File: src/rtl/am_pkg.sv
package am_pkg;
  localparam int BYTE_W = 8;
  localparam int NCFG   = 4;

  typedef enum logic [1:0] {
    MODE_7B      = 2'b00,
    MODE_7B_MASK = 2'b01,
    MODE_10B     = 2'b10,
    MODE_10B_MASK= 2'b11
  } am_mode_e;

  typedef enum logic [1:0] {
    ST_IDLE  = 2'd0,
    ST_FIRST = 2'd1,
    ST_LOW   = 2'd2,
    ST_DONE  = 2'd3
  } am_state_e;
endpackage

File: src/rtl/am_cmp_bank.sv
module am_cmp_bank
  import am_pkg::*;
#(
  parameter int BW = BYTE_W,
  parameter int NC = NCFG,
  localparam int NPAIR = NC / 2
) (
  input  logic [1:0]             mode_i,
  input  logic [BW-1:0]          byte_i,
  input  logic [NC-1:0][BW-1:0]  cfg_i,
  output logic                   is10_o,
  output logic [NC-1:0]          first_hit_o,
  output logic [NPAIR-1:0]       low_hit_o
);
  // address bits of a 7-bit byte or 10-bit high byte; bit 0 is R/W
  localparam logic [BW-1:0] ADDR_BITS = {{(BW-1){1'b1}}, 1'b0};

  logic [NC-1:0]    plain7;
  logic [NPAIR-1:0] mask7;
  logic [NPAIR-1:0] hi10;
  logic [NPAIR-1:0] lo10;
  logic             hi10m;
  logic             lo10m;

  genvar k;
  generate
    for (k = 0; k < NC; k++) begin : g_plain
      assign plain7[k] = ((byte_i ^ cfg_i[k]) & ADDR_BITS) == '0;
    end
    for (k = 0; k < NPAIR; k++) begin : g_pair
      assign mask7[k] = ((byte_i ^ cfg_i[2*k]) & cfg_i[2*k+1] & ADDR_BITS) == '0;
      assign hi10[k]  = ((byte_i ^ cfg_i[2*k+1]) & ADDR_BITS) == '0;
      assign lo10[k]  = (byte_i == cfg_i[2*k]);
    end
  endgenerate

  // masked 10-bit: reg1 high byte under mask reg3, reg0 low byte under mask reg2
  assign hi10m = ((byte_i ^ cfg_i[1]) & cfg_i[3] & ADDR_BITS) == '0;
  assign lo10m = ((byte_i ^ cfg_i[0]) & cfg_i[2]) == '0;

  assign is10_o = mode_i[1];

  always_comb begin
    first_hit_o = '0;
    low_hit_o   = '0;
    case (am_mode_e'(mode_i))
      MODE_7B:      first_hit_o = plain7;
      MODE_7B_MASK: first_hit_o[NPAIR-1:0] = mask7;
      MODE_10B: begin
        first_hit_o[NPAIR-1:0] = hi10;
        low_hit_o              = lo10;
      end
      default: begin
        first_hit_o[0] = hi10m;
        low_hit_o[0]   = lo10m;
      end
    endcase
  end
endmodule

File: src/rtl/am_seq.sv
module am_seq
  import am_pkg::*;
#(
  parameter int NC = NCFG,
  localparam int NPAIR  = NC / 2,
  localparam int SLOT_W = $clog2(NC)
) (
  input  logic              clk,
  input  logic              rst_n,
  input  logic              start_i,
  input  logic              byte_vld_i,
  input  logic              is10_i,
  input  logic [NC-1:0]     first_hit_i,
  input  logic [NPAIR-1:0]  low_hit_i,
  output logic              cap_first_o,
  output logic              cap_low_o,
  output logic              match_o,
  output logic [SLOT_W-1:0] slot_o
);
  am_state_e         state_q, state_d;
  logic [NPAIR-1:0]  cand_q, cand_d;
  logic [SLOT_W-1:0] slot_d;
  logic              match_d;
  logic              upd_en;
  logic [SLOT_W-1:0] first_idx, low_idx;
  logic [NPAIR-1:0]  low_sel;

  // lowest-index priority among hits
  always_comb begin
    first_idx = '0;
    for (int k = NC - 1; k >= 0; k--) begin
      if (first_hit_i[k]) first_idx = SLOT_W'(k);
    end
  end

  assign low_sel = low_hit_i & cand_q;

  always_comb begin
    low_idx = '0;
    for (int k = NPAIR - 1; k >= 0; k--) begin
      if (low_sel[k]) low_idx = SLOT_W'(k);
    end
  end

  assign upd_en = start_i | byte_vld_i;

  always_comb begin
    state_d     = state_q;
    cand_d      = cand_q;
    slot_d      = slot_o;
    match_d     = 1'b0;
    cap_first_o = 1'b0;
    cap_low_o   = 1'b0;
    if (start_i) begin
      state_d = ST_FIRST;
      cand_d  = '0;
    end else if (byte_vld_i) begin
      case (state_q)
        ST_FIRST: begin
          if (|first_hit_i) begin
            cap_first_o = 1'b1;
            if (is10_i) begin
              cand_d  = first_hit_i[NPAIR-1:0];
              state_d = ST_LOW;
            end else begin
              match_d = 1'b1;
              slot_d  = first_idx;
              state_d = ST_DONE;
            end
          end else begin
            state_d = ST_DONE;
          end
        end
        ST_LOW: begin
          if (|low_sel) begin
            cap_low_o = 1'b1;
            match_d   = 1'b1;
            slot_d    = low_idx;
          end
          state_d = ST_DONE;
        end
        default: state_d = state_q;
      endcase
    end
  end

  always_ff @(posedge clk or negedge rst_n) begin
    if (!rst_n) begin
      state_q <= ST_IDLE;
      cand_q  <= '0;
      slot_o  <= '0;
      match_o <= 1'b0;
    end else begin
      match_o <= match_d;
      if (upd_en) begin
        state_q <= state_d;
        cand_q  <= cand_d;
        slot_o  <= slot_d;
      end
    end
  end

  // the match indication lasts exactly one cycle
  p_match_pulse_r10: assert property (@(posedge clk) disable iff (!rst_n)
    match_o |=> !match_o);

  // a match always follows an accepted byte strobe
  p_match_after_byte_r10: assert property (@(posedge clk) disable iff (!rst_n)
    match_o |-> $past(byte_vld_i && !start_i));

  // no match can come out of the idle state
  p_idle_quiet_r1: assert property (@(posedge clk) disable iff (!rst_n)
    (state_q == ST_IDLE) |=> !match_o);

  // once a decision is made, further bytes raise nothing
  p_done_quiet_r4: assert property (@(posedge clk) disable iff (!rst_n)
    (state_q == ST_DONE) |=> !match_o);

  // a Start always rearms the first-byte comparison
  p_start_rearm_r11: assert property (@(posedge clk) disable iff (!rst_n)
    start_i |=> (state_q == ST_FIRST) && !match_o);
endmodule

File: src/rtl/am_capture.sv
module am_capture
  import am_pkg::*;
#(
  parameter int BW = BYTE_W
) (
  input  logic          clk,
  input  logic          rst_n,
  input  logic          dir_i,
  input  logic          is10_i,
  input  logic [BW-1:0] byte_i,
  input  logic          cap_first_i,
  input  logic          cap_low_i,
  output logic [BW-1:0] abuf0_o,
  output logic [BW-1:0] abuf1_o,
  output logic [BW-1:0] rxd_o,
  output logic          rd_o
);
  logic wr_hi, wr_lo;
  logic en_ab0, en_ab1, en_rx, en_rd;

  // a 10-bit first byte is the high byte; a 7-bit byte or 10-bit second byte is low
  assign wr_hi  = cap_first_i & is10_i;
  assign wr_lo  = (cap_first_i & ~is10_i) | cap_low_i;
  assign en_ab0 = wr_lo & ~dir_i;
  assign en_ab1 = wr_hi & ~dir_i;
  assign en_rx  = (wr_lo | wr_hi) & dir_i;
  assign en_rd  = cap_first_i;

  always_ff @(posedge clk or negedge rst_n) begin
    if (!rst_n) begin
      abuf0_o <= '0;
      abuf1_o <= '0;
      rxd_o   <= '0;
      rd_o    <= 1'b0;
    end else begin
      if (en_ab0) abuf0_o <= byte_i;
      if (en_ab1) abuf1_o <= byte_i;
      if (en_rx)  rxd_o   <= byte_i;
      if (en_rd)  rd_o    <= byte_i[0];
    end
  end

  // steering to the buffers leaves the receive register alone
  p_rx_hold_r9: assert property (@(posedge clk) disable iff (!rst_n)
    ((cap_first_i || cap_low_i) && !dir_i) |=> $stable(rxd_o));

  // steering to the receive register leaves both buffers alone
  p_abuf_hold_r9: assert property (@(posedge clk) disable iff (!rst_n)
    ((cap_first_i || cap_low_i) && dir_i) |=> ($stable(abuf0_o) && $stable(abuf1_o)));
endmodule

File: src/rtl/i2c_tgt_addr_match.sv
module i2c_tgt_addr_match
  import am_pkg::*;
(
  input  logic       clk,
  input  logic       rst_n,
  input  logic       start_i,
  input  logic       byte_vld_i,
  input  logic [7:0] byte_i,
  input  logic [1:0] mode_i,
  input  logic       dir_i,
  input  logic [7:0] cfg0_i,
  input  logic [7:0] cfg1_i,
  input  logic [7:0] cfg2_i,
  input  logic [7:0] cfg3_i,
  output logic       match_o,
  output logic [1:0] slot_o,
  output logic       rd_o,
  output logic [7:0] abuf0_o,
  output logic [7:0] abuf1_o,
  output logic [7:0] rxd_o
);
  localparam int NPAIR = NCFG / 2;

  logic rst_meta, rst_int;
  logic [NCFG-1:0][BYTE_W-1:0] cfg;
  logic                        is10;
  logic [NCFG-1:0]             first_hit;
  logic [NPAIR-1:0]            low_hit;
  logic                        cap_first, cap_low;

  // asynchronous assert, synchronous release
  always_ff @(posedge clk or negedge rst_n) begin
    if (!rst_n) begin
      rst_meta <= 1'b0;
      rst_int  <= 1'b0;
    end else begin
      rst_meta <= 1'b1;
      rst_int  <= rst_meta;
    end
  end

  assign cfg = {cfg3_i, cfg2_i, cfg1_i, cfg0_i};

  am_cmp_bank #(.BW(BYTE_W), .NC(NCFG)) u_cmp (
    .mode_i      (mode_i),
    .byte_i      (byte_i),
    .cfg_i       (cfg),
    .is10_o      (is10),
    .first_hit_o (first_hit),
    .low_hit_o   (low_hit)
  );

  am_seq #(.NC(NCFG)) u_seq (
    .clk         (clk),
    .rst_n       (rst_int),
    .start_i     (start_i),
    .byte_vld_i  (byte_vld_i),
    .is10_i      (is10),
    .first_hit_i (first_hit),
    .low_hit_i   (low_hit),
    .cap_first_o (cap_first),
    .cap_low_o   (cap_low),
    .match_o     (match_o),
    .slot_o      (slot_o)
  );

  am_capture #(.BW(BYTE_W)) u_cap (
    .clk         (clk),
    .rst_n       (rst_int),
    .dir_i       (dir_i),
    .is10_i      (is10),
    .byte_i      (byte_i),
    .cap_first_i (cap_first),
    .cap_low_i   (cap_low),
    .abuf0_o     (abuf0_o),
    .abuf1_o     (abuf1_o),
    .rxd_o       (rxd_o),
    .rd_o        (rd_o)
  );

  // the single masked 10-bit entry is always entry 0
  p_m10_slot_r6: assert property (@(posedge clk) disable iff (!rst_int)
    (match_o && $past(mode_i) == 2'b11) |-> (slot_o == 2'd0));

  // masked 7-bit has only entries 0 and 1
  p_m7_slot_r3: assert property (@(posedge clk) disable iff (!rst_int)
    (match_o && $past(mode_i) == 2'b01) |-> (slot_o[1] == 1'b0));

  // plain 10-bit has only entries 0 and 1
  p_10b_slot_r5: assert property (@(posedge clk) disable iff (!rst_int)
    (match_o && $past(mode_i) == 2'b10) |-> (slot_o[1] == 1'b0));
endmodule

File: config.mk
export PLATFORM = sky130hd
export DESIGN_NAME = i2c_tgt_addr_match
export DESIGN_NICKNAME = d
export VERILOG_FILES = /design/src/rtl/am_pkg.sv /design/src/rtl/am_cmp_bank.sv /design/src/rtl/am_seq.sv /design/src/rtl/am_capture.sv /design/src/rtl/i2c_tgt_addr_match.sv
export SDC_FILE = /design/constraint.sdc
export NUM_CORES = 1
export LEC_CHECK = 0
export CAP_MARGIN = 20
export CORE_ASPECT_RATIO = 0.5
export CORE_MARGIN = 5
export CORE_UTILIZATION = 49
export CTS_CLUSTER_SIZE = 40
export DETAILED_ROUTE_END_ITERATION = 8
export GPL_ROUTABILITY_DRIVEN = 1
export HOLD_SLACK_MARGIN = 0.05
export PLACE_DENSITY = 0.94
export SYNTH_ARGS = -nofsm -noshare
export SYNTH_HDL_FRONTEND = slang
export SYNTH_SLANG_ARGS = --single-unit
File: constraint.sdc
create_clock -name clk -period 2 [get_ports clk]
set_input_delay 0.6 -clock clk [delete_from_list [all_inputs] [get_ports clk]]
set_output_delay 0.6 -clock clk [all_outputs]
set_load 0.05 [all_outputs]
==> impl_metrics.py, run 1 <==
metrics = {
    "synthesis": {
        "async_flop_share_pct": 100,
        "ys_seq_elements": 34,
        "syn_inst": 193,
        "yosysSeqAreaShare_pct": 40.0,
        "syn_avg_cell_area_sq_um": 11.0,
        "ys_types": 50,
        "synth-main-ff-cell": "dfrtp_1",
        "synth_nets": 242,
        "synth-edff-count": 0,
        "ys_warn_count": 0,
        "synth_area_sq_mm": 0.00212,
    },
    "clock_network": {
        "numCtsBuffers": 5,
        "htreeDepth": 2,
        "clock_path_buffers": 2,
        "cts-hold-fix-buffers": 0,
        "cts_num_sinks": 34,
        "cts_root_buffer": "clkbuf_8",
    },
    "floorplan": {
        "initial_core_util_pct": 52.5,
        "fp.dieH_um": 56.6,
        "die_x_um": 103,
        "ios": 75,
        "row_count": 16,
    },
    "grt": {
        "antenna_found_initial": 0,
        "grt_max_degree": 33,
    },
    "placement": {
        "place_congestion": 1.14,
        "port_buffers": 72,
        "dp_hpwl_mm": 5.95,
        "dpl_worst_slack_ns": -1.59,
    },
    "outcome": {
        "stop_stage": "global routing",
        "status": "aborted with a tool error",
        "error": "[ERROR DPL-0033] detailed placement checks failed during check placement.",
    },
    "timing": {
        "worst_endpoint": "u_cap.rxd_o[4]$_DFFE_PN0P_/D",
        "endpoint_type": "register data pin",
    },
}
==> cells by family after synthesis <==
| logic type | Yosys count | share of synthesized area [%] |
|---|---|---|
| buf+inv | 15 | 3.53 |
| simple gates | 48 | 13.2 |
| fa+ha+maj | 2 | 1.18 |
| compound gates | 37 | 14.4 |
| mux | 26 | 15.1 |
| other cells | 1 | 0.177 |
| flops | 34 | 40.0 |
| xor+xnor | 30 | 12.4 |
==> metrics by stage <==
step	instances	instance area [sq um]	utilization [%]	TNS, ns
2_1_floorplan	193	2220	-	-24.83
3_3_place_gp	357	3220	79.5	-41.89
3_5_place_dp	357	3220	79.5	-45.13
4_1_cts	378	3680	91.1	-23.14
==> synth_stat cells (all sizes together) (2+ instances only) <==
library cell | instances | area, sq um
dfrtp | 34 | 851
mux2 | 25 | 312
xor2 | 22 | 193
a22oi | 11 | 82.6
buf | 8 | 48.8
nand2 | 8 | 30.0
nor2 | 8 | 30.0
xnor2 | 8 | 70.1
a21oi | 5 | 25.0
inv | 5 | 18.8
nand3 | 5 | 25.0
nor3 | 5 | 25.0
o211ai | 4 | 30.0
a211oi | 3 | 40.0
and2 | 3 | 18.8
nand2b | 3 | 18.8
nor4 | 3 | 33.8
or4 | 3 | 26.3
and4 | 2 | 17.5
clkbuf | 2 | 7.51
ha | 2 | 25.0
nand4 | 2 | 12.5
o21a | 2 | 15.0
==> what timing repair did <==
item | CTS
pin swaps | 33
endpoints found under the hold margin | 0
endpoints found under the setup margin | 31
resized for setup | 149
setup buffers | 13
==> run 2, diff against run 1 <==
- CORE_ASPECT_RATIO: 0.5 -> unset
- CORE_UTILIZATION: 49 -> 40
- CTS_CLUSTER_SIZE: 40 -> unset
- HOLD_SLACK_MARGIN: 0.05 -> unset
- PLACE_DENSITY: 0.94 -> unset
- PLACE_DENSITY_LB_ADDON: unset -> 0.15
==> run 2 against run 1 <==
Compared with the run above: the flow now finishes, with violations (setup timing); synthesized cell count unchanged; area after synthesis did not move.
==> impl_metrics.py, run 2 <==
metrics = {
    "grt": {
        "grt_max_degree": 33,
        "gr-usage-all-layers_pct": 22.1,
        "grt_overflow": 0,
        "grt_pass1_wl_mm": 12.2,
        "antenna_found_initial": 0,
        "first_global_vias": 2397,
    },
    "final_layout": {
        "most-common-layout-cells": "buf_4, dfrtp_1, mux2_4",
        "final_util_pct": 76.1,
        "drive_gt1_share_pct": 60.6,
        "nets": 388,
        "antennaDiodeCount": 0,
        "final_area_sq_mm": 0.00391,
        "syn_to_final_growth_pct": 84.2,
        "n_fill_cell": 355,
        "top_regs": "u_cap.abuf0_o x8, u_cap.abuf1_o x8, u_cap.rxd_o x8",
        "layout_commonest_cell": "buf_4",
    },
    "power": {
        "finalPower_uw": 3040,
        "intPower_uw": 1890,
        "swShare_pct": 38.0,
        "comb_power_share_pct": 45.4,
        "vdd_drop_max_uv": 736,
        "switchingPower_uw": 1150,
        "p_clk_share_pct": 24.9,
        "power.leakage_uw": 0.00186,
        "pwr-share-seq_pct": 29.6,
        "powerDensity_mw_per_mm2": 777,
    },
    "floorplan": {
        "core_sq_mm": 0.00514,
        "die_x_um": 82.9,
        "row_count": 26,
        "fp.dieH_um": 82.9,
        "initial_core_util_pct": 41.3,
        "ios": 75,
        "dieArea_sq_mm": 0.00687,
    },
    "routing": {
        "drc": 0,
        "vias_per_cell": 5.29,
        "antenna_left": 0,
        "wire_per_inst_um": 18.8,
        "drt_first_iter_violations": 75,
        "totalWireLength_mm": 7.72,
        "num_vias": 2169,
        "first_pass_iters": 4,
    },
    "critical_path": {
        "criticalPathCategory": "primary input to register",
        "crit_path_start_kind": "primary input",
        "endpoint_kind": "register",
        "rr_startpoint": "u_seq.state_q[1]$_DFFE_PN0P_",
        "cp_slowest_stage_delay_ns": 0.65,
        "crit_chain": "buf_8, xor2_2, or4_4, nor4_4, a2111o_2, buf_6, o31ai_4, or4_4, mux2_4",
        "r2r_slack_ns": 0.01,
        "path_delay_family": "simple AND/OR/NAND/NOR gates",
        "crit_top_cell": "or4_4",
        "reg2reg_depth": 5,
        "cp_max_fo": 8,
        "r2r-end": "u_cap.abuf1_o[1]$_DFFE_PN0P_",
        "arrival_ns": 2.99,
        "crit_buf_inv": 2,
        "worst-endpoint-required_ns": 2.17,
        "cp_slowest_cell": "or4_4",
    },
    "placement": {
        "dp_hpwl_mm": 5.30,
        "dpl_worst_slack_ns": -1.50,
        "port_buffers": 72,
        "placed_area_sq_mm": 0.00327,
        "place_congestion": 0.829,
    },
    "clock_network": {
        "cts_num_sinks": 34,
        "numCtsBuffers": 5,
        "clock_path_buffers": 2,
        "cts_tree": "yes",
        "htreeDepth": 2,
        "clock_latency_ns": 0.29,
        "cts-hold-fix-buffers": 0,
        "cts_root_buffer": "clkbuf_8",
        "clk_pin_slew_ns": 0.07,
    },
    "timing": {
        "grt_setup_unrepaired": "yes",
        "hold_violations": 0,
        "period_share_pct": 141,
        "setup_viol": 31,
        "layout_min_cycle_time_ns": 2.82,
        "layout_setup_ws_ns": -0.823,
        "drv_slew": 0,
        "whs_ns": 0.263,
        "skew_ns": 0.00441,
        "clock.fmax_ghz": 0.354,
    },
    "synthesis": {
        "ys_warn_count": 0,
        "synth.largest_area_cell": "dfrtp_1",
        "synth_area_sq_mm": 0.00212,
        "syn_avg_cell_area_sq_um": 11.0,
        "syn_inst": 193,
        "yosysSeqAreaShare_pct": 40.0,
        "synth-main-ff-cell": "dfrtp_1",
        "ys_types": 50,
        "synthTopCellsByCount": "dfrtp_1, xor2_1, mux2_2",
        "ys_seq_elements": 34,
        "synth.most_common_cell": "dfrtp_1",
        "synthTopCellsByArea": "dfrtp_1, xor2_1, mux2_2",
        "synth-edff-count": 0,
        "synth_nets": 242,
        "yosysTopAreaCellShare_pct": 40.0,
        "async_flop_share_pct": 100,
    },
    "min_path": {
        "min_path_type": "register to async pin",
    },
    "outcome": {
        "violations": "setup timing",
        "status": "complete, but fails checks",
    },
    "flow_run": {
        "cap_violations": 0,
    },
}
[run 2: cell counts after synthesis]
Identical to the previous run, type by type.
[run 2: layer usage]
layer | track usage (%) | part of all wire (%) | up-vias
li1 | - | - | 983
met1 | 25.8 | 41 | 1058
met2 | 37.7 | 49 | 104
met3 | 6.24 | 6.8 | 24
met4 | 9.51 | 3.5 | 0
met5 | 0 | 0 | -
[run 2: cell families after synthesis]
family	share of synthesized area, %
AND/OR/NAND/NOR	13.2
AO/OA/AOI/OAI	14.4
flip-flops	40.0
XOR/XNOR	12.4
multiplexers	15.1
buffers and inverters	3.53
adder cells (fa/ha/maj)	1.18
other	0.177
[run 2: how the worst max path moves through the flow]
stage / start / endpoint / slack, ns / cells past startpoint
final: cfg1_i[4] / u_cap.abuf1_o[1]$_DFFE_PN0P_ / -0.82 / 9
after global routing: cfg1_i[4] / u_cap.abuf1_o[1]$_DFFE_PN0P_ / -0.88 / 9
after CTS: byte_i[4] / u_cap.abuf1_o[1]$_DFFE_PN0P_ / -0.91 / 9
after detailed placement: byte_i[3] / u_cap.abuf1_o[1]$_DFFE_PN0P_ / -1.50 / 9
after global placement: byte_i[3] / u_seq.slot_o[1]$_DFFE_PN0P_ / -1.46 / 10
after floorplan: byte_i[3] / u_cap.abuf1_o[0]$_DFFE_PN0P_ / -1.0 / 9
[run 2: layout make-up]
class | instances | area [sq um] | area share, %
clock buffer | 5 | 68.8 | 1.76
timing repair buffer | 149 | 1240 | 31.6
inverter | 5 | 18.8 | 0.480
multi-input combinational | 144 | 1580 | 40.4
sequential | 34 | 851 | 21.7
clock inverter | 3 | 68.8 | 1.76
tap | 70 | 87.6 | 2.24
[run 2: power by group through the flow]
stage	Sequential [uW]	Clock [uW]	Combinational, uW
4_1_cts	897	772	1300
5_1_grt	921	809	1450
3_5_place_dp	907	0	1230
3_3_place_gp	909	0	1220
2_1_floorplan	1360	0	304
6_report	901	758	1380
[run 2: per-stage QoR]
| stage | TNS (ns) | cells |
|---|---|---|
| after floorplan | -24.83 | 193 |
| after global placement | -42.49 | 377 |
| after detailed placement | -43.32 | 377 |
| after CTS | -24.61 | 408 |
| after global routing | -23.84 | 410 |
| final | -21.56 | 410 |
[run 2: timing repair]
item,4_1_cts,5_1_grt
gates resized for setup,119,54
pin swaps,24,29
hold endpoints to repair,0,0
cloned,0,0
setup buffers,24,8
setup endpoints to repair,31,31
[run 2: worst reg2reg max path, cell delays in order (launching register included)]
cell,delay (ns)
dfrtp_1,0.40
inv_1,0.06
ha_1,0.31
o31ai_4,0.13
or4_4,0.65
mux2_4,0.34
Power figures use the tool's default switching activity.
==> run 3, diff against run 2 <==
- GPL_TIMING_DRIVEN: unset -> 0
==> run 3 against run 2 <==
Compared with the run above: the run still ends with setup timing left; setup slack got worse by 0.019 ns; die area is the same; power decreased by 14%; global-route usage decreased by 3.6 points; cell count fell by 10%; sequential cell count did not move.
==> impl_metrics.py, run 3 (synthesis gave the netlist of run 2 again) <==
metrics = {
    "outcome": {
        "status": "complete, but fails checks",
        "violations": "setup timing",
    },
    "grt": {
        "antenna_found_initial": 0,
        "grt_max_degree": 18,
        "first_global_vias": 2028,
        "grt_overflow": 0,
        "grt_pass1_wl_mm": 10.3,
        "gr-usage-all-layers_pct": 18.5,
    },
    "critical_path": {
        "r2r_slack_ns": -0.09,
        "endpoint_kind": "register",
        "cp_slowest_cell": "or4_4",
        "crit_buf_inv": 1,
        "r2r-end": "u_cap.abuf0_o[2]$_DFFE_PN0P_",
        "cp_slowest_stage_delay_ns": 0.64,
        "crit_path_start_kind": "primary input",
        "arrival_ns": 3.01,
        "crit_chain": "buf_6, xor2_2, or4_4, nor4_4, a2111o_2, o31ai_4, or4_4, mux2_4",
        "rr_startpoint": "u_seq.cand_q[0]$_DFFE_PN0P_",
        "path_delay_family": "simple AND/OR/NAND/NOR gates",
        "worst-endpoint-required_ns": 2.17,
        "crit_top_cell": "or4_4",
        "criticalPathCategory": "primary input to register",
        "cp.depth": 8,
        "cp_max_fo": 8,
        "reg2reg_depth": 8,
    },
    "final_layout": {
        "multiInputGateArea_sq_mm": 0.00144,
        "syn_to_final_growth_pct": 64.5,
        "layout_commonest_cell": "dlygate4sd2_1",
        "most-common-layout-cells": "dlygate4sd2_1, dfrtp_1, buf_4",
        "nets": 347,
        "regArea_sq_um": 851,
        "antennaDiodeCount": 0,
        "n_fill_cell": 417,
        "top_regs": "u_cap.abuf0_o x8, u_cap.abuf1_o x8, u_cap.rxd_o x8",
        "drive_gt1_share_pct": 41.1,
    },
    "floorplan": {
        "ios": 75,
        "fp.dieH_um": 82.9,
        "initial_core_util_pct": 41.3,
        "row_count": 26,
        "core_sq_mm": 0.00514,
        "dieArea_sq_mm": 0.00687,
        "die_x_um": 82.9,
    },
    "placement": {
        "dp_hpwl_mm": 4.68,
        "place_congestion": 0.931,
        "port_buffers": 64,
        "dpl_worst_slack_ns": -1.70,
    },
    "flow_run": {
        "cap_violations": 0,
    },
    "clock_network": {
        "cts_num_sinks": 34,
        "cts_tree": "yes",
        "clock_latency_ns": 0.29,
        "numCtsBuffers": 5,
        "htreeDepth": 2,
        "clock_path_buffers": 2,
        "cts_root_buffer": "clkbuf_8",
        "clk_pin_slew_ns": 0.08,
        "cts-hold-fix-buffers": 0,
    },
    "timing": {
        "hold_violations": 0,
        "grt_setup_unrepaired": "yes",
        "tns_ns": -22.85,
        "period_share_pct": 142,
        "setup_viol": 31,
        "clock.fmax_ghz": 0.352,
        "skew_ns": 0.00695,
        "layout_setup_ws_ns": -0.842,
        "whs_ns": 0.337,
        "tightest_slew_ns": 0.811,
        "max_slew_margin_pct": 46.0,
        "drv_slew": 0,
        "layout_min_cycle_time_ns": 2.84,
    },
    "power": {
        "intPower_uw": 1520,
        "vdd_drop_max_uv": 599,
        "power.leakage_uw": 0.00172,
        "powerDensity_mw_per_mm2": 752,
        "swShare_pct": 42.2,
        "p_clk_share_pct": 19.4,
        "pwr-share-seq_pct": 34.1,
        "switchingPower_uw": 1110,
        "comb_power_share_pct": 46.6,
    },
    "routing": {
        "antenna_left": 0,
        "first_pass_iters": 7,
        "vias_per_cell": 5.36,
        "drt_first_iter_violations": 86,
        "num_vias": 1979,
        "wire_per_inst_um": 18.3,
        "totalWireLength_mm": 6.75,
        "drc": 0,
    },
    "min_path": {
        "min_path_type": "register to async pin",
    },
}
[run 3: cell types whose count changed in the layout (fill, tap and decap cells not counted), sizes merged]
cell	change
clkinv	+1
bufinv	-2
clkbuf	+4
dlymetal6s2s	+6
clkdlybuf4s50	-3
clkinvlp	+1
dlygate4sd2	+24
buf	-72
[run 3: cell type report]
class | count | share of cell area, %
inverter | 5 | 0.537
buffer | 9 | 3.04
tap | 70 | 2.51
timing repair buffer | 99 | 25.9
sequential | 34 | 24.3
clock inverter | 3 | 0.609
multi-input combinational | 144 | 41.1
clock buffer | 5 | 1.97
[run 3: worst reg2reg max path: stages, from the launching register on]
cell	delay [ns]
dfrtp_1	0.38
nand3_1	0.08
a21oi_1	0.15
nand4_1	0.17
o211ai_1	0.20
nand2_2	0.17
a211oi_4	0.33
buf_12	0.17
mux2_2	0.33
[run 3: power groups by stage]
| stage | Combinational, uW | Clock, uW | Sequential (uW) |
|---|---|---|---|
| after floorplan | 304 | 0 | 1360 |
| after global placement | 1180 | 0 | 912 |
| after detailed placement | 1200 | 0 | 913 |
| after CTS | 1160 | 533 | 895 |
| after global routing | 1280 | 564 | 917 |
| final | 1220 | 508 | 894 |
[run 3: through the flow]
step / total power [uW] / cells / util, % / cell area (sq um)
CTS: 2590 / 358 / 63.9 / 3290
floorplan: 1670 / 193 / - / 2220
finish: 2630 / 369 / 68.0 / 3490
global route: 2760 / 369 / 68.0 / 3490
global placement: 2100 / 327 / 57.3 / 2950
detailed placement: 2110 / 328 / 57.9 / 2970
[run 3: metal layers]
layer	routed length [um]	part of all wire [%]	track usage (%)
met1	2870	42	24.0
met2	3240	48	30.0
met3	534	7.9	5.25
met4	108	1.6	5.20
met5	0	0	0
[run 3: what timing repair did]
action | 4_1_cts | 5_1_grt
pin swaps | 26 | 28
resized for setup | 82 | 53
setup endpoints to repair | 59 | 31
setup buffers | 23 | 12
[run 3: how the worst max path moves through the flow]
stage | from | endpoint | slack, ns
finish | cfg1_i[3] | u_cap.abuf1_o[6]$_DFFE_PN0P_ | -0.84
floorplan | byte_i[3] | u_cap.abuf1_o[0]$_DFFE_PN0P_ | -1.0
CTS | cfg1_i[5] | u_cap.abuf1_o[3]$_DFFE_PN0P_ | -0.91
detailed placement | cfg1_i[3] | u_cap.rxd_o[5]$_DFFE_PN0P_ | -1.70
global placement | cfg1_i[3] | u_cap.rxd_o[5]$_DFFE_PN0P_ | -1.68
global route | cfg1_i[3] | u_cap.abuf1_o[3]$_DFFE_PN0P_ | -0.84
==> run 4, diff against run 3 <==
- SYNTH_HIERARCHICAL: unset -> 1
==> run 4 against run 3 <==
Compared with the run above: the flow still finishes with violations (setup timing); cell count is 6.8% lower; routed wire length down 2.2%; global-route usage rose by 2.8 points; combinational power is 11% lower; area after synthesis is 5.4% lower; synthesized cell count is 7.8% lower; sequential cell count is the same; die area decreased by 4.8%; clock skew fell by 0.00067 ns; clock power up 2%; non-clock buffer count shrank 15; critical endpoint is now u_cap/rxd_o[2]$_DFFE_PN0P_; largest cell class unchanged; highest routed layer unchanged.
==> impl_metrics.py, run 4 <==
metrics = {
    "outcome": {
        "status": "complete, but fails checks",
        "violations": "setup timing",
    },
    "timing": {
        "max_slew_margin_pct": 52.1,
        "period_share_pct": 127,
        "layout_min_cycle_time_ns": 2.53,
        "tightest_slew_ns": 0.719,
        "tns_ns": -13.92,
        "grt_setup_unrepaired": "yes",
        "layout_setup_ws_ns": -0.533,
        "drv_slew": 0,
        "skew_ns": 0.00629,
        "clock.fmax_ghz": 0.395,
        "setup_viol": 31,
        "hold_violations": 0,
    },
    "critical_path": {
        "worst-endpoint-required_ns": 2.17,
        "crit_path_start_kind": "primary input",
        "cp_slowest_cell": "o41ai_4",
        "crit_chain": "clkdlybuf4s15_2, xor2_1, nor3_1, nand3_1, o211ai_1, buf_4, o41ai_4, nor2_4, buf_6, o21ai_4, buf_12, mux2_2",
        "r2r_slack_ns": 0.23,
        "cp_slowest_stage_delay_ns": 0.39,
        "reg2reg_depth": 8,
        "cp_max_fo": 8,
        "rr_startpoint": "u_seq/state_q[1]$_DFFE_PN0P_",
        "endpoint_kind": "register",
        "arrival_ns": 2.70,
        "r2r-end": "u_cap/abuf0_o[3]$_DFFE_PN0P_",
        "criticalPathCategory": "primary input to register",
    },
    "placement": {
        "place_congestion": 0.944,
        "port_buffers": 72,
        "placed_area_sq_mm": 0.00285,
        "post-place-cells": 318,
        "dp_hpwl_mm": 4.37,
    },
    "synthesis": {
        "yosysTopAreaCellShare_pct": 42.3,
        "synthTopCellsByArea": "dfrtp_1, mux2_2, xor2_1",
        "ys_types": 36,
        "async_flop_share_pct": 100,
        "synthTopCellsByCount": "dfrtp_1, mux2_2, xor2_1",
        "synth_nets": 227,
        "ys_seq_elements": 34,
        "synth_area_sq_mm": 0.00201,
        "synth.most_common_cell": "dfrtp_1",
        "synth-edff-count": 0,
        "ys_warn_count": 6,
        "yosysSeqAreaShare_pct": 42.3,
        "synth-main-ff-cell": "dfrtp_1",
        "synth.largest_area_cell": "dfrtp_1",
        "syn_avg_cell_area_sq_um": 11.3,
        "syn_inst": 178,
    },
    "grt": {
        "first_global_vias": 2099,
        "antenna_found_initial": 0,
        "grt_pass1_wl_mm": 10.6,
        "grt_overflow": 0,
        "grt_max_degree": 19,
        "gr-usage-all-layers_pct": 21.3,
    },
    "clock_network": {
        "cts_num_sinks": 34,
        "htreeDepth": 2,
        "cts_tree": "yes",
        "clock_path_buffers": 2,
        "clk_pin_slew_ns": 0.07,
        "clock_latency_ns": 0.28,
        "cts_root_buffer": "clkbuf_8",
        "numCtsBuffers": 5,
    },
    "final_layout": {
        "fin_cells": 344,
        "top_regs": "u_cap/abuf0_o x8, u_cap/abuf1_o x8, u_cap/rxd_o x8",
        "syn_to_final_growth_pct": 69.6,
        "n_fill_cell": 347,
        "multiInputGateArea_sq_mm": 0.00155,
        "nets": 325,
        "layout_commonest_cell": "dfrtp_1",
        "drive_gt1_share_pct": 49.8,
        "final_util_pct": 71.2,
        "most-common-layout-cells": "dfrtp_1, dlygate4sd2_1, buf_2, mux2_2, buf_4",
        "regArea_sq_um": 851,
        "final_area_sq_mm": 0.00341,
        "antennaDiodeCount": 0,
    },
    "floorplan": {
        "ios": 75,
        "core_sq_mm": 0.00479,
        "die_x_um": 80.9,
        "row_count": 25,
        "dieArea_sq_mm": 0.00654,
        "fp.dieH_um": 80.9,
        "initial_core_util_pct": 42.0,
    },
    "routing": {
        "drc": 0,
        "antenna_left": 0,
        "wire_per_inst_um": 19.2,
        "drt_first_iter_violations": 117,
        "first_pass_iters": 4,
        "wl_met3_um": 579,
        "met1Wirelength_mm": 2.67,
        "highest-signal-layer": "met4",
        "wl_met2_mm": 3.19,
        "num_vias": 1883,
        "vias_per_cell": 5.47,
        "totalWireLength_mm": 6.60,
    },
    "min_path": {
        "min_path_type": "register to async pin",
    },
    "power": {
        "powerDensity_mw_per_mm2": 725,
        "power.leakage_uw": 0.00162,
        "vdd_drop_max_uv": 681,
    },
    "flow_run": {
        "cap_violations": 0,
    },
}
==> run 4: cell count changes after synthesis, sizes merged, moves of 4 or more <==
cell   change
buf        -7
nand4      +4
xor2       +5
xnor2      -5
==> run 4: final cells by class <==
type / instances / share of cell area [%]
buffer: 2 / 0.367
clock buffer: 7 / 2.53
clock inverter: 1 / 0.147
inverter: 3 / 0.331
multi-input combinational: 139 / 45.5
sequential: 34 / 25.0
tap: 67 / 2.46
timing repair buffer: 91 / 23.7
==> run 4: worst max path at each step <==
stage	from	endpoint	slack [ns]
3_5_place_dp	byte_i[1]	u_cap/rxd_o[6]$_DFFE_PN0P_	-1.75
4_1_cts	cfg3_i[7]	u_cap/abuf1_o[6]$_DFFE_PN0P_	-0.52
2_1_floorplan	byte_i[5]	u_cap/abuf0_o[0]$_DFFE_PN0P_	-0.52
5_1_grt	cfg3_i[5]	u_cap/abuf0_o[7]$_DFFE_PN0P_	-0.68
6_report	cfg1_i[4]	u_cap/rxd_o[2]$_DFFE_PN0P_	-0.53
3_3_place_gp	byte_i[1]	u_cap/rxd_o[2]$_DFFE_PN0P_	-1.75
==> run 4: timing repair <==
| item | 4_1_cts | 5_1_grt |
|---|---|---|
| hold buffers | 0 | 0 |
| resized for setup | 239 | 32 |
| pin swaps | 46 | 21 |
| endpoints found under the setup margin | 59 | 31 |
| buffers inserted | 22 | 2 |
==> run 4: worst max-delay path, delay by kind of cell <==
kind | cells | cell delay [ns]
buf+inv | 4 | 0.64
simple gates | 3 | 0.28
xor+xnor | 1 | 0.21
compound gates | 3 | 0.62
mux | 1 | 0.33
==> run 4: power breakdown <==
| part | leakage [uW] | internal, uW | switching, uW |
|---|---|---|---|
| clock network | 0.0000482 | 278 | 241 |
| registers | 0.000449 | 802 | 62.8 |
| logic | 0.00112 | 393 | 693 |
==> run 4: per-stage QoR <==
step	power, uW	setup WS [ns]	hold WS, ns
after global routing	2580	-0.679	0.358
after CTS	2480	-0.525	0.316
after floorplan	1490	-0.521	0.304
final	2470	-0.533	0.291
after global placement	1890	-1.75	0.335
after detailed placement	1910	-1.75	0.312
==> run 4: per-layer routing <==
metal	global-route usage [%]	vias to the layer above
met5	0	-
met2	36.3	85
met3	5.99	14
met4	7.77	0
met1	25.6	943
li1	-	841
==> run 4: cells by family (layout without fill, tap and decap cells) <==
kind of cell	Yosys count	in the layout	share of synthesized area, %
other	1	1	0.187
AND/OR/NAND/NOR	48	48	14.4
flip-flops	34	34	42.3
adder cells (fa/ha/maj)	2	2	1.25
XOR/XNOR	30	30	13.1
buffers and inverters	5	104	1.18
multiplexers	29	29	16.1
AO/OA/AOI/OAI	29	29	11.5
